## src/rtl/exc_pkg.sv

```systemverilog
package exc_pkg;
  // fraction bits appended to the sample index of a crossing
  localparam int FRAC_W   = 8;
  // log2 of the number of cycles averaged per peak result
  localparam int AVG_LOG2 = 3;
endpackage

```

## src/rtl/exc_xdet.sv

```systemverilog
module exc_xdet #(
  parameter int DATA_W = 16,
  parameter int CNT_W  = 24
) (
  input  logic                     clk,
  input  logic                     rst_n,
  input  logic                     take,
  input  logic signed [DATA_W-1:0] din,
  output logic                     xing,
  output logic [CNT_W-1:0]         idx_a,
  output logic [DATA_W:0]          num,
  output logic [DATA_W:0]          den,
  output logic signed [DATA_W-1:0] cyc_peak
);
  logic signed [DATA_W-1:0] prev;
  logic signed [DATA_W-1:0] run_max;
  logic                     prev_vld;
  logic [CNT_W-1:0]         cnt;
  logic [DATA_W:0]          prev_x;
  logic [DATA_W:0]          cur_x;

  assign prev_x   = {prev[DATA_W-1], prev};
  assign cur_x    = {din[DATA_W-1], din};
  assign xing     = take && prev_vld && prev[DATA_W-1] && !din[DATA_W-1];
  assign idx_a    = cnt - CNT_W'(1);
  assign num      = '0 - prev_x;
  assign den      = cur_x - prev_x;
  assign cyc_peak = run_max;

  always_ff @(posedge clk) begin
    if (!rst_n) begin
      prev     <= '0;
      prev_vld <= 1'b0;
      cnt      <= '0;
      run_max  <= '0;
    end else if (take) begin
      prev     <= din;
      prev_vld <= 1'b1;
      cnt      <= cnt + CNT_W'(1);
      if (xing)               run_max <= din;
      else if (din > run_max) run_max <= din;
    end
  end
endmodule

```

## src/rtl/exc_frac_div.sv

```systemverilog
module exc_frac_div #(
  parameter int W = 17,
  parameter int F = 8
) (
  input  logic         clk,
  input  logic         rst_n,
  input  logic         start,
  input  logic [W-1:0] num,
  input  logic [W-1:0] den,
  output logic         done,
  output logic [F-1:0] q
);
  localparam int SW = $clog2(F + 1);

  logic [W-1:0]  rem;
  logic [W-1:0]  dv;
  logic [F-1:0]  qr;
  logic          sat;
  logic          busy;
  logic [SW-1:0] step;
  logic [W:0]    rem2;
  logic          ge;

  assign rem2 = {rem, 1'b0};
  assign ge   = rem2 >= {1'b0, dv};
  assign q    = sat ? '1 : qr;

  always_ff @(posedge clk) begin
    if (!rst_n) begin
      rem  <= '0;
      dv   <= '0;
      qr   <= '0;
      sat  <= 1'b0;
      busy <= 1'b0;
      step <= '0;
      done <= 1'b0;
    end else begin
      done <= 1'b0;
      if (start) begin
        rem  <= num;
        dv   <= den;
        sat  <= (num == den);
        qr   <= '0;
        busy <= 1'b1;
        step <= '0;
      end else if (busy) begin
        if (ge) rem <= W'(rem2 - {1'b0, dv});
        else    rem <= rem2[W-1:0];
        qr <= {qr[F-2:0], ge};
        if (step == SW'(F - 1)) begin
          busy <= 1'b0;
          done <= 1'b1;
        end else begin
          step <= step + SW'(1);
        end
      end
    end
  end
endmodule

```

## src/rtl/exc_peak_avg.sv

```systemverilog
module exc_peak_avg #(
  parameter int PK_W = 16,
  parameter int L    = 3
) (
  input  logic            clk,
  input  logic            rst_n,
  input  logic            clr,
  input  logic            add,
  input  logic [PK_W-1:0] pk,
  output logic            fin,
  output logic [PK_W-1:0] avg_nxt,
  output logic            avg_stb,
  output logic [PK_W-1:0] avg
);
  localparam int AW = PK_W + L;

  logic [AW-1:0] acc;
  logic [AW-1:0] sum;
  logic [L-1:0]  n;

  assign sum     = acc + AW'(pk);
  assign fin     = add && (n == '1);
  assign avg_nxt = PK_W'(sum >> L);

  always_ff @(posedge clk) begin
    if (!rst_n) begin
      acc     <= '0;
      n       <= '0;
      avg     <= '0;
      avg_stb <= 1'b0;
    end else begin
      avg_stb <= 1'b0;
      if (clr) begin
        acc <= '0;
        n   <= '0;
      end else if (add) begin
        if (fin) begin
          acc     <= '0;
          n       <= '0;
          avg     <= avg_nxt;
          avg_stb <= 1'b1;
        end else begin
          acc <= sum;
          n   <= n + L'(1);
        end
      end
    end
  end
endmodule

```

## src/rtl/exc_presence.sv

```systemverilog
module exc_presence #(
  parameter int CNT_W   = 24,
  parameter int TS_W    = 32,
  parameter int FRAC_W  = 8,
  parameter int PK_W    = 16,
  parameter int PER_MIN = 20,
  parameter int PER_MAX = 2000,
  parameter int AMP_MIN = 3277
) (
  input  logic            clk,
  input  logic            rst_n,
  input  logic            take,
  input  logic            xing,
  input  logic            armed,
  input  logic            per_vld,
  input  logic [TS_W-1:0] per,
  input  logic            amp_vld,
  input  logic [PK_W-1:0] amp,
  output logic            tmo,
  output logic            present
);
  localparam logic [CNT_W-1:0] GAP_LIM = CNT_W'(PER_MAX);
  localparam logic [TS_W-1:0]  PER_LO  = TS_W'(PER_MIN) << FRAC_W;
  localparam logic [TS_W-1:0]  PER_HI  = TS_W'(PER_MAX) << FRAC_W;
  localparam logic [PK_W-1:0]  AMP_TH  = PK_W'(AMP_MIN);

  logic [CNT_W-1:0] gap;
  logic             per_ok;
  logic             amp_ok;

  assign tmo     = take && !xing && armed && (gap == GAP_LIM);
  assign present = per_ok && amp_ok;

  always_ff @(posedge clk) begin
    if (!rst_n) begin
      gap    <= '0;
      per_ok <= 1'b0;
      amp_ok <= 1'b0;
    end else begin
      if (take) begin
        if (xing)              gap <= '0;
        else if (armed && !tmo) gap <= gap + CNT_W'(1);
      end
      if (tmo) begin
        per_ok <= 1'b0;
        amp_ok <= 1'b0;
      end else begin
        if (per_vld) per_ok <= (per >= PER_LO) && (per <= PER_HI);
        if (amp_vld) amp_ok <= (amp > AMP_TH);
      end
    end
  end
endmodule

```

## src/rtl/exc_analyzer.sv

```systemverilog
module exc_analyzer #(
  parameter int DATA_W  = 16,
  parameter int CNT_W   = 24,
  parameter int PER_MIN = 20,
  parameter int PER_MAX = 2000,
  parameter int AMP_MIN = 3277
) (
  input  logic                           clk,
  input  logic                           rst_n,
  input  logic                           s_valid,
  output logic                           s_ready,
  input  logic [DATA_W-1:0]              s_data,
  output logic                           xing_stb,
  output logic [CNT_W+exc_pkg::FRAC_W-1:0] xing_ts,
  output logic                           period_stb,
  output logic [CNT_W+exc_pkg::FRAC_W-1:0] period,
  output logic                           peak_stb,
  output logic [DATA_W-1:0]              peak_avg,
  output logic                           present
);
  import exc_pkg::*;

  localparam int TS_W = CNT_W + FRAC_W;

  logic                     busy;
  logic                     take;
  logic                     xing;
  logic [CNT_W-1:0]         idx_a;
  logic [DATA_W:0]          num;
  logic [DATA_W:0]          den;
  logic signed [DATA_W-1:0] cyc_peak;
  logic                     div_done;
  logic [FRAC_W-1:0]        frac;
  logic [CNT_W-1:0]         snap_idx;
  logic                     snap_first;
  logic [DATA_W-1:0]        snap_pk;
  logic                     have_last;
  logic [TS_W-1:0]          last_ts;
  logic [TS_W-1:0]          new_ts;
  logic [TS_W-1:0]          new_per;
  logic                     commit;
  logic                     pk_fin;
  logic [DATA_W-1:0]        pk_nxt;
  logic                     tmo;

  assign s_ready = !busy;
  assign take    = s_valid && s_ready;
  assign new_ts  = {snap_idx, frac};
  assign new_per = new_ts - last_ts;
  assign commit  = div_done && !snap_first;

  exc_xdet #(.DATA_W(DATA_W), .CNT_W(CNT_W)) u_xdet (
    .clk(clk), .rst_n(rst_n), .take(take), .din($signed(s_data)),
    .xing(xing), .idx_a(idx_a), .num(num), .den(den), .cyc_peak(cyc_peak)
  );

  exc_frac_div #(.W(DATA_W + 1), .F(FRAC_W)) u_div (
    .clk(clk), .rst_n(rst_n), .start(xing), .num(num), .den(den),
    .done(div_done), .q(frac)
  );

  exc_peak_avg #(.PK_W(DATA_W), .L(AVG_LOG2)) u_avg (
    .clk(clk), .rst_n(rst_n), .clr(tmo), .add(commit), .pk(snap_pk),
    .fin(pk_fin), .avg_nxt(pk_nxt), .avg_stb(peak_stb), .avg(peak_avg)
  );

  exc_presence #(
    .CNT_W(CNT_W), .TS_W(TS_W), .FRAC_W(FRAC_W), .PK_W(DATA_W),
    .PER_MIN(PER_MIN), .PER_MAX(PER_MAX), .AMP_MIN(AMP_MIN)
  ) u_pres (
    .clk(clk), .rst_n(rst_n), .take(take), .xing(xing), .armed(have_last),
    .per_vld(commit), .per(new_per), .amp_vld(pk_fin), .amp(pk_nxt),
    .tmo(tmo), .present(present)
  );

  always_ff @(posedge clk) begin
    if (!rst_n) begin
      busy       <= 1'b0;
      snap_idx   <= '0;
      snap_first <= 1'b1;
      snap_pk    <= '0;
      have_last  <= 1'b0;
      last_ts    <= '0;
      xing_stb   <= 1'b0;
      xing_ts    <= '0;
      period_stb <= 1'b0;
      period     <= '0;
    end else begin
      xing_stb   <= 1'b0;
      period_stb <= 1'b0;
      if (xing) begin
        busy       <= 1'b1;
        snap_idx   <= idx_a;
        snap_first <= !have_last;
        snap_pk    <= cyc_peak;
        have_last  <= 1'b1;
      end else if (tmo) begin
        have_last  <= 1'b0;
      end
      if (div_done) begin
        busy     <= 1'b0;
        xing_stb <= 1'b1;
        xing_ts  <= new_ts;
        last_ts  <= new_ts;
        if (!snap_first) begin
          period_stb <= 1'b1;
          period     <= new_per;
        end
      end
    end
  end
endmodule

```

## config.mk

```make
export PLATFORM = sky130hd
export DESIGN_NAME = exc_analyzer
export DESIGN_NICKNAME = d
export VERILOG_FILES = /design/src/rtl/exc_pkg.sv /design/src/rtl/exc_xdet.sv /design/src/rtl/exc_frac_div.sv /design/src/rtl/exc_peak_avg.sv /design/src/rtl/exc_presence.sv /design/src/rtl/exc_analyzer.sv
export SDC_FILE = /design/constraint.sdc
export NUM_CORES = 1
export LEC_CHECK = 0
export ABC_AREA = 1
export BUFFER_PORTS_ARGS = -buffer_cell sky130_fd_sc_hd__buf_2
export CORE_ASPECT_RATIO = 1.5
export CORE_MARGIN = 3
export CORE_UTILIZATION = 40
export CTS_CLUSTER_DIAMETER = 50
export DETAILED_ROUTE_END_ITERATION = 10
export GPL_ROUTABILITY_DRIVEN = 0
export PLACE_DENSITY = 0.64
export SLEW_MARGIN = 25
export SYNTH_ARGS = -nofsm -noshare
export SYNTH_HDL_FRONTEND = slang
export SYNTH_SLANG_ARGS = --single-unit
export TNS_END_PERCENT = 20
```

## constraint.sdc

```tcl
create_clock -name clk -period 3.7 [get_ports clk]
set_clock_uncertainty 0.2 [all_clocks]
set_input_delay 0.74 -clock clk [delete_from_list [all_inputs] [get_ports clk]]
set_output_delay 0.74 -clock clk [all_outputs]
set_load 0.02 [all_outputs]
```

==> flow_summary_export.csv, run 1 <==
group,metric,value,unit
clock_tree,clk_latency,0.53,ns
detailed_routing,wl_per_cell,15.6,um
power,p_leak,0.00960,uW
final_layout,layout_common_cells,"nand2_1 (650), inv_1 (384), dfxtp_1 (280)",
detailed_routing,drt_first_iter_violations,978,
clock_tree,cts.sinks,280,
sta,drv_slew,0,
flow_run,drv_cap,0,
worst_setup_path,slowest_delay,0.51,ns
yosys,yosysWarnings,0,
final_layout,n_fill_cell,4476,
final_layout,multi_input_area,10100,um2
worst_setup_path,crit_path_frequent_cell,"nand2_1",
min_path,hp-class,"register to register",
place,place_ws,0.532,ns
final_layout,stdcell_area,19800,um2
final_layout,regArea,5610,um2
yosys,synth_seq_cells,280,
clock_tree,hold_buffers,0,
detailed_routing,viasPerCell,5.26,
yosys,synth_enable_flop_cells,0,
die,fp-row-count,93,
worst_setup_path,critPathMaxFanout,9,
clock_tree,cts_resized,0,
detailed_routing,via_count,17700,
worst_setup_path,crit_path_top_delay_cell,"fa_1",
place,io_buffers,103,
die,chipHeight,263,um
power,ir_worst_vdd,0.305,mV
yosys,synth_seq_area_share,31.9,%
clock_tree,clockBufferDepth,3,
final_layout,area_delta_synth_final,12.8,%
worst_setup_path,crit_type,"register to register",
sta,fin_ws,0.498,ns
final_layout,utilization,45.9,%
yosys,synthesis.nets,2819,
yosys,async_flop_share,0,%
sta,setup_tns,0,ns
yosys,syn_inst,2692,
detailed_routing,wl,52600,um
global_routing,antenna_found_initial,5,
sta,maxSlewHeadroom,43.5,%
worst_setup_path,path_cells,"nor2_1 > ha_1 > inv_1 > fa_1 > nand2_1 > nand2_1 > nand3_1 > nand2_1 > nand2_1 > nand2_1 > xnor2_1 > nand2_1 > nor2_1 > nand3b_1 > nor2_1 > nand2_1 > nand2_1 > a21oi_1",
global_routing,grt_pass1_wl,84400,um
worst_setup_path,crit_path_end_kind,"register",
global_routing,grt_use_total,22.1,%
power,power_density,394,nW/um2
sta,fin_crit_sh,86.5,%
place,dpl_cell_area,18700,um2
clock_tree,htreeDepth,2,
die,die-area,46500,um2
global_routing,overflow,0,
clock_tree,post-cts-setup-buffers,0,
detailed_routing,ant_nets,0,
detailed_routing,drc,0,
die,coreArea,43200,um2
sta,rsz0062_at_grt,"no",
global_routing,grt_pass1_vias,17100,
yosys,post_synth.cell_area_avg,6.53,um2
clock_tree,cts-root-buf,"clkbuf_16",
clock_tree,clk_pin_slew_worst_paths,0.06,ns
place,dp_hpwl,40900,um
power,p_total,7810,uW
worst_setup_path,cp.arrival,3.40,ns
sta,hold_violations,0,
global_routing,grt_max_degree,66,
worst_setup_path,cp_data_required_time,3.90,ns
detailed_routing,dr.pass1.iters,8,
sta,setup_viol,0,
final_layout,nets,2896,
final_layout,drive_gt1_share,8.30,%
yosys,synthFlopType,"dfxtp_1",
die,initial_utilization,40.7,%
sta,worst-slew-pin-transition,0.847,ns
sta,fin_crit,3.20,ns
clock_tree,numCtsBuffers,35,
worst_setup_path,crit_path_start_kind,"register",
sta,max_freq,312,MHz
die,die_w,177,um
die,pin_count,104,
yosys,syn_area,17600,um2
status,status,"completed",
yosys,yosysUniqueCellTypes,51,
final_layout,final_common_cell,"nand2_1",
clock_tree,cts_tree,"built",
==> through the flow <==
stage          hold WS [ns]  instances
3_5_place_dp          0.239       3302
6_report              0.251       3366
4_1_cts               0.246       3365
2_1_floorplan         0.206       2692
3_3_place_gp          0.234       3302
5_1_grt               0.271       3365
==> Yosys cell counts, types with 2 or more instances <==
library cell    n  area (um2)
fa_1            4        80.1
or2_1           3        18.8
buf_1           5        18.8
nand4_1        51         319
nor2_2          7        43.8
a21o_1          4        30.0
or2_2           2        12.5
and3_1          3        18.8
nor3_2          6        60.1
buf_2           9        45.0
a21boi_0        2        15.0
o22ai_1        39         244
o211ai_1       37         278
o21ai_0       118         591
a211oi_1        6        45.0
xor2_1         57         499
dfxtp_1       280        5610
a31oi_1        11        68.8
or2_0           4        25.0
nor2_1        275        1030
o21bai_1        8        60.1
nor3_1         49         245
nand2_2         3        18.8
nand3_1       147         736
o21a_1          9        67.6
and2_1          6        37.5
o221ai_1        2        17.5
xnor2_1        26         228
a21oi_1       212        1060
inv_1         384        1440
nand3b_1       10        75.1
clkbuf_1       67         251
inv_2          23        86.3
nand2_1       650        2440
a22oi_1         4        30.0
nor2_4          3        33.8
ha_1          104        1300
a22o_1          4        35.0
o21ai_1        25         125
nor3b_1         2        15.0
o31ai_1         2        15.0
clkinv_1        7        26.3
nor4_1         14        87.6
==> layout make-up <==
class,instances,share of cell area [%]
Clock inverter,16,0.846
Tap cell,570,3.60
Timing Repair Buffer,122,3.40
Inverter,414,7.84
Sequential cell,280,28.3
Clock buffer,47,5.06
Multi-Input combinational cell,1916,51.0
Antenna cell,1,0.0126
==> flip-flops by register name (all words and copies together), names as in the netlist, 17 cells and up <==
name / flops
snap_idx: 24
u_pres.gap: 24
u_div.rem: 17
u_xdet.cnt: 24
u_div.dv: 17
last_ts: 32
u_avg.acc: 19
period: 32
==> routing by layer <==
layer,vias to the layer above,wire length (um),part of all wire (%),track usage [%]
met1,8076,19700,37,23.1
met4,8,3360,6.4,13.1
met3,191,2270,4.3,3.56
met5,-,51,0.097,0
li1,8932,-,-,-
met2,499,27200,52,40.8
==> cells by family after synthesis <==
logic type               after synthesis  synth area share, %
AO/OA/AOI/OAI                        486                 15.4
XOR/XNOR                              83                 4.14
adder cells (fa/ha/maj)              108                 7.86
buffers and inverters                496                 10.7
flip-flops                           280                 31.9
AND/OR/NAND/NOR                     1239                 30.0
==> worst paths after layout <==
check	from	to	slack, ns	cells after the start
setup / recovery	u_div.sat$_SDFFE_PN0P_	u_pres.per_ok$_SDFFE_PP0P_	0.50	18
hold / removal	have_last$_SDFFE_PN0P_	snap_first$_SDFFE_PN1P_	0.25	1
setup reg to reg	u_div.sat$_SDFFE_PN0P_	u_pres.per_ok$_SDFFE_PP0P_	0.50	18
hold reg to reg	have_last$_SDFFE_PN0P_	snap_first$_SDFFE_PN1P_	0.25	1
==> worst max-delay path, delay by kind of cell (launching register included) <==
family | cells | cell delay (ns)
AOI/OAI and AO/OA | 1 | 0.05
buffers and inverters | 1 | 0.09
xor gates and xnor gates | 1 | 0.28
adders and majority gates | 2 | 0.69
and+or+nand+nor | 13 | 1.34
DFF | 1 | 0.42
==> report_power, final <==
group          leakage (uW)  switching (uW)  internal (uW)
registers           0.00226            29.8           3070
clock network      0.000571            1390           2070
logic               0.00676             837            414
total               0.00960            2250           5550
(Power assumes the default switching activity.)
==> run 2: changes to the inputs <==
BUFFER_PORTS_ARGS = unset   (was -buffer_cell sky130_fd_sc_hd__buf_2)
DONT_BUFFER_PORTS = 1   (was unset)
PLACE_DENSITY = 0.62   (was 0.64)
==> flow_summary_export.csv, run 2 (same netlist as run 1, synthesis figures left out) <==
group,metric,value,unit
status,status,"completed",
die,fp-row-count,93,
sta,max_freq,297,MHz
die,initial_utilization,40.7,%
min_path,hp-class,"input port to register",
worst_setup_path,crit_path_frequent_cell,"nand2_1",
final_layout,utilization,44.4,%
sta,rsz0062_at_grt,"no",
global_routing,grt_use_total,21.9,%
detailed_routing,via_count,17000,
worst_setup_path,cp.arrival,3.67,ns
worst_setup_path,cp_data_required_time,4.01,ns
final_layout,nets,2792,
clock_tree,numCtsBuffers,31,
detailed_routing,dr.pass1.iters,7,
sta,fin_crit_sh,91.0,%
place,dp_hpwl,41400,um
die,die-area,46500,um2
worst_setup_path,crit_buf_inv,1,
final_layout,drive_gt1_share,4.76,%
die,pin_count,104,
worst_setup_path,crit_path_start_kind,"register",
global_routing,overflow,0,
sta,maxSlewHeadroom,39.1,%
final_layout,antenna_cells,0,
clock_tree,clk_pin_slew_worst_paths,0.06,ns
die,coreArea,43200,um2
clock_tree,clockBufferDepth,3,
sta,fin_crit,3.37,ns
clock_tree,cts_resized,0,
final_layout,n_fill_cell,4528,
power,ir_worst_vdd,0.308,mV
detailed_routing,drc,0,
flow_run,drv_cap,0,
detailed_routing,wl,52500,um
clock_tree,hold_buffers,0,
sta,worst-slew-pin-transition,0.911,ns
worst_setup_path,crit_family,"simple AND/OR/NAND/NOR gates",
final_layout,reg.largest.list,"last_ts (32), period (32)",
worst_setup_path,crit_type,"register to register",
worst_setup_path,crit_path_end_kind,"register",
global_routing,grt_pass1_vias,16400,
clock_tree,htreeDepth,1,
final_layout,final_common_cell,"nand2_1",
worst_setup_path,critPathMaxFanout,9,
power,p_leak,0.00898,uW
worst_setup_path,path_cells,"nor2_1 > ha_1 > inv_1 > fa_1 > nand3_1 > nand2_1 > nand3_1 > nand3_1 > nand3_1 > nand2_1 > nand2_1 > nand2_1 > nand2_1 > nor2_1 > nand3_1 > nor2_1 > nand2_1 > a21oi_1",
global_routing,antenna_found_initial,0,
detailed_routing,drt_first_iter_violations,995,
detailed_routing,wl_per_cell,16.1,um
die,die_w,177,um
worst_setup_path,crit_path_top_delay_cell,"dfxtp_1",
detailed_routing,ant_nets,0,
worst_setup_path,slowest_delay,0.61,ns
final_layout,layout_common_cells,"nand2_1 (650), inv_1 (384), dfxtp_1 (280)",
clock_tree,cts_tree,"built",
place,io_buffers,0,
die,chipHeight,263,um
clock_tree,post-cts-setup-buffers,0,
sta,hold_violations,0,
final_layout,area_delta_synth_final,8.98,%
clock_tree,clk_latency,0.57,ns
global_routing,grt_max_degree,98,
sta,setup_tns,0,ns
clock_tree,cts-root-buf,"clkbuf_16",
global_routing,grt_pass1_wl,83300,um
sta,setup_viol,0,
sta,drv_slew,0,
power,power_density,383,nW/um2
detailed_routing,viasPerCell,5.20,
clock_tree,cts.sinks,280,
==> run 2: cell count changes in the layout (fill, tap and decap cells not counted), sizes merged <==
cell / change
buf: -100
inv: -3
diode: -1
clkinv: +5
clkinvlp: +1
clkbuf: -8
bufinv: -1
==> run 2: power breakdown <==
part | leakage (uW) | switching, uW | internal, uW | total, uW
clock network | 0.000486 | 1300 | 1700 | 3000
registers | 0.00226 | 29.7 | 3070 | 3100
logic | 0.00623 | 827 | 410 | 1240
==> run 2: worst paths after layout <==
path / start / to / slack, ns / depth (start not counted)
max: u_div.sat$_SDFFE_PN0P_ / u_pres.per_ok$_SDFFE_PP0P_ / 0.33 / 18
min: s_data[11] / u_xdet.cyc_peak[11]$_SDFFE_PN0P_ / 0.10 / 2
max reg2reg: u_div.sat$_SDFFE_PN0P_ / u_pres.per_ok$_SDFFE_PP0P_ / 0.33 / 18
min reg2reg: have_last$_SDFFE_PN0P_ / snap_first$_SDFFE_PN1P_ / 0.23 / 1
==> run 2: layer usage <==
metal | share of wire, % | global-route usage, %
met5 | 0 | 0
met4 | 6.0 | 11.9
met3 | 5.2 | 3.82
met2 | 52 | 41.1
met1 | 37 | 22.7
==> run 2: area by class of cell <==
class                      count  area [um2]  share of cell area, %
multi-input combinational   1916       10100                   52.8
sequential                   280        5610                   29.3
inverter                     414        1550                   8.11
clock buffer                  39         846                   4.42
tap                          570         713                   3.72
timing repair buffer          22         178                  0.928
clock inverter                18         151                  0.790
==> run 2: worst reg2reg max path, cell delays in order (launching register included) <==
cell     delay (ns)
dfxtp_1        0.61
nor2_1         0.16
ha_1           0.20
inv_1          0.13
fa_1           0.37
nand3_1        0.15
nand2_1        0.16
nand3_1        0.12
nand3_1        0.19
nand3_1        0.20
nand2_1        0.12
nand2_1        0.06
nand2_1        0.11
nand2_1        0.07
nor2_1         0.11
nand3_1        0.10
nor2_1         0.09
nand2_1        0.05
a21oi_1        0.11
==> run 2: through the flow <==
stage | setup WS, ns | power [uW] | area [um2] | hold slack (ns) | cells
after floorplan | 0.943 | 4090 | 17600 | 0.206 | 2692
after global routing | 0.0612 | 7690 | 19200 | 0.0799 | 3259
after CTS | 0.381 | 7410 | 19100 | 0.0714 | 3259
after global placement | 0.399 | 4370 | 18200 | 0.218 | 3202
final | 0.334 | 7330 | 19200 | 0.101 | 3259
after detailed placement | 0.396 | 4390 | 18200 | 0.225 | 3202
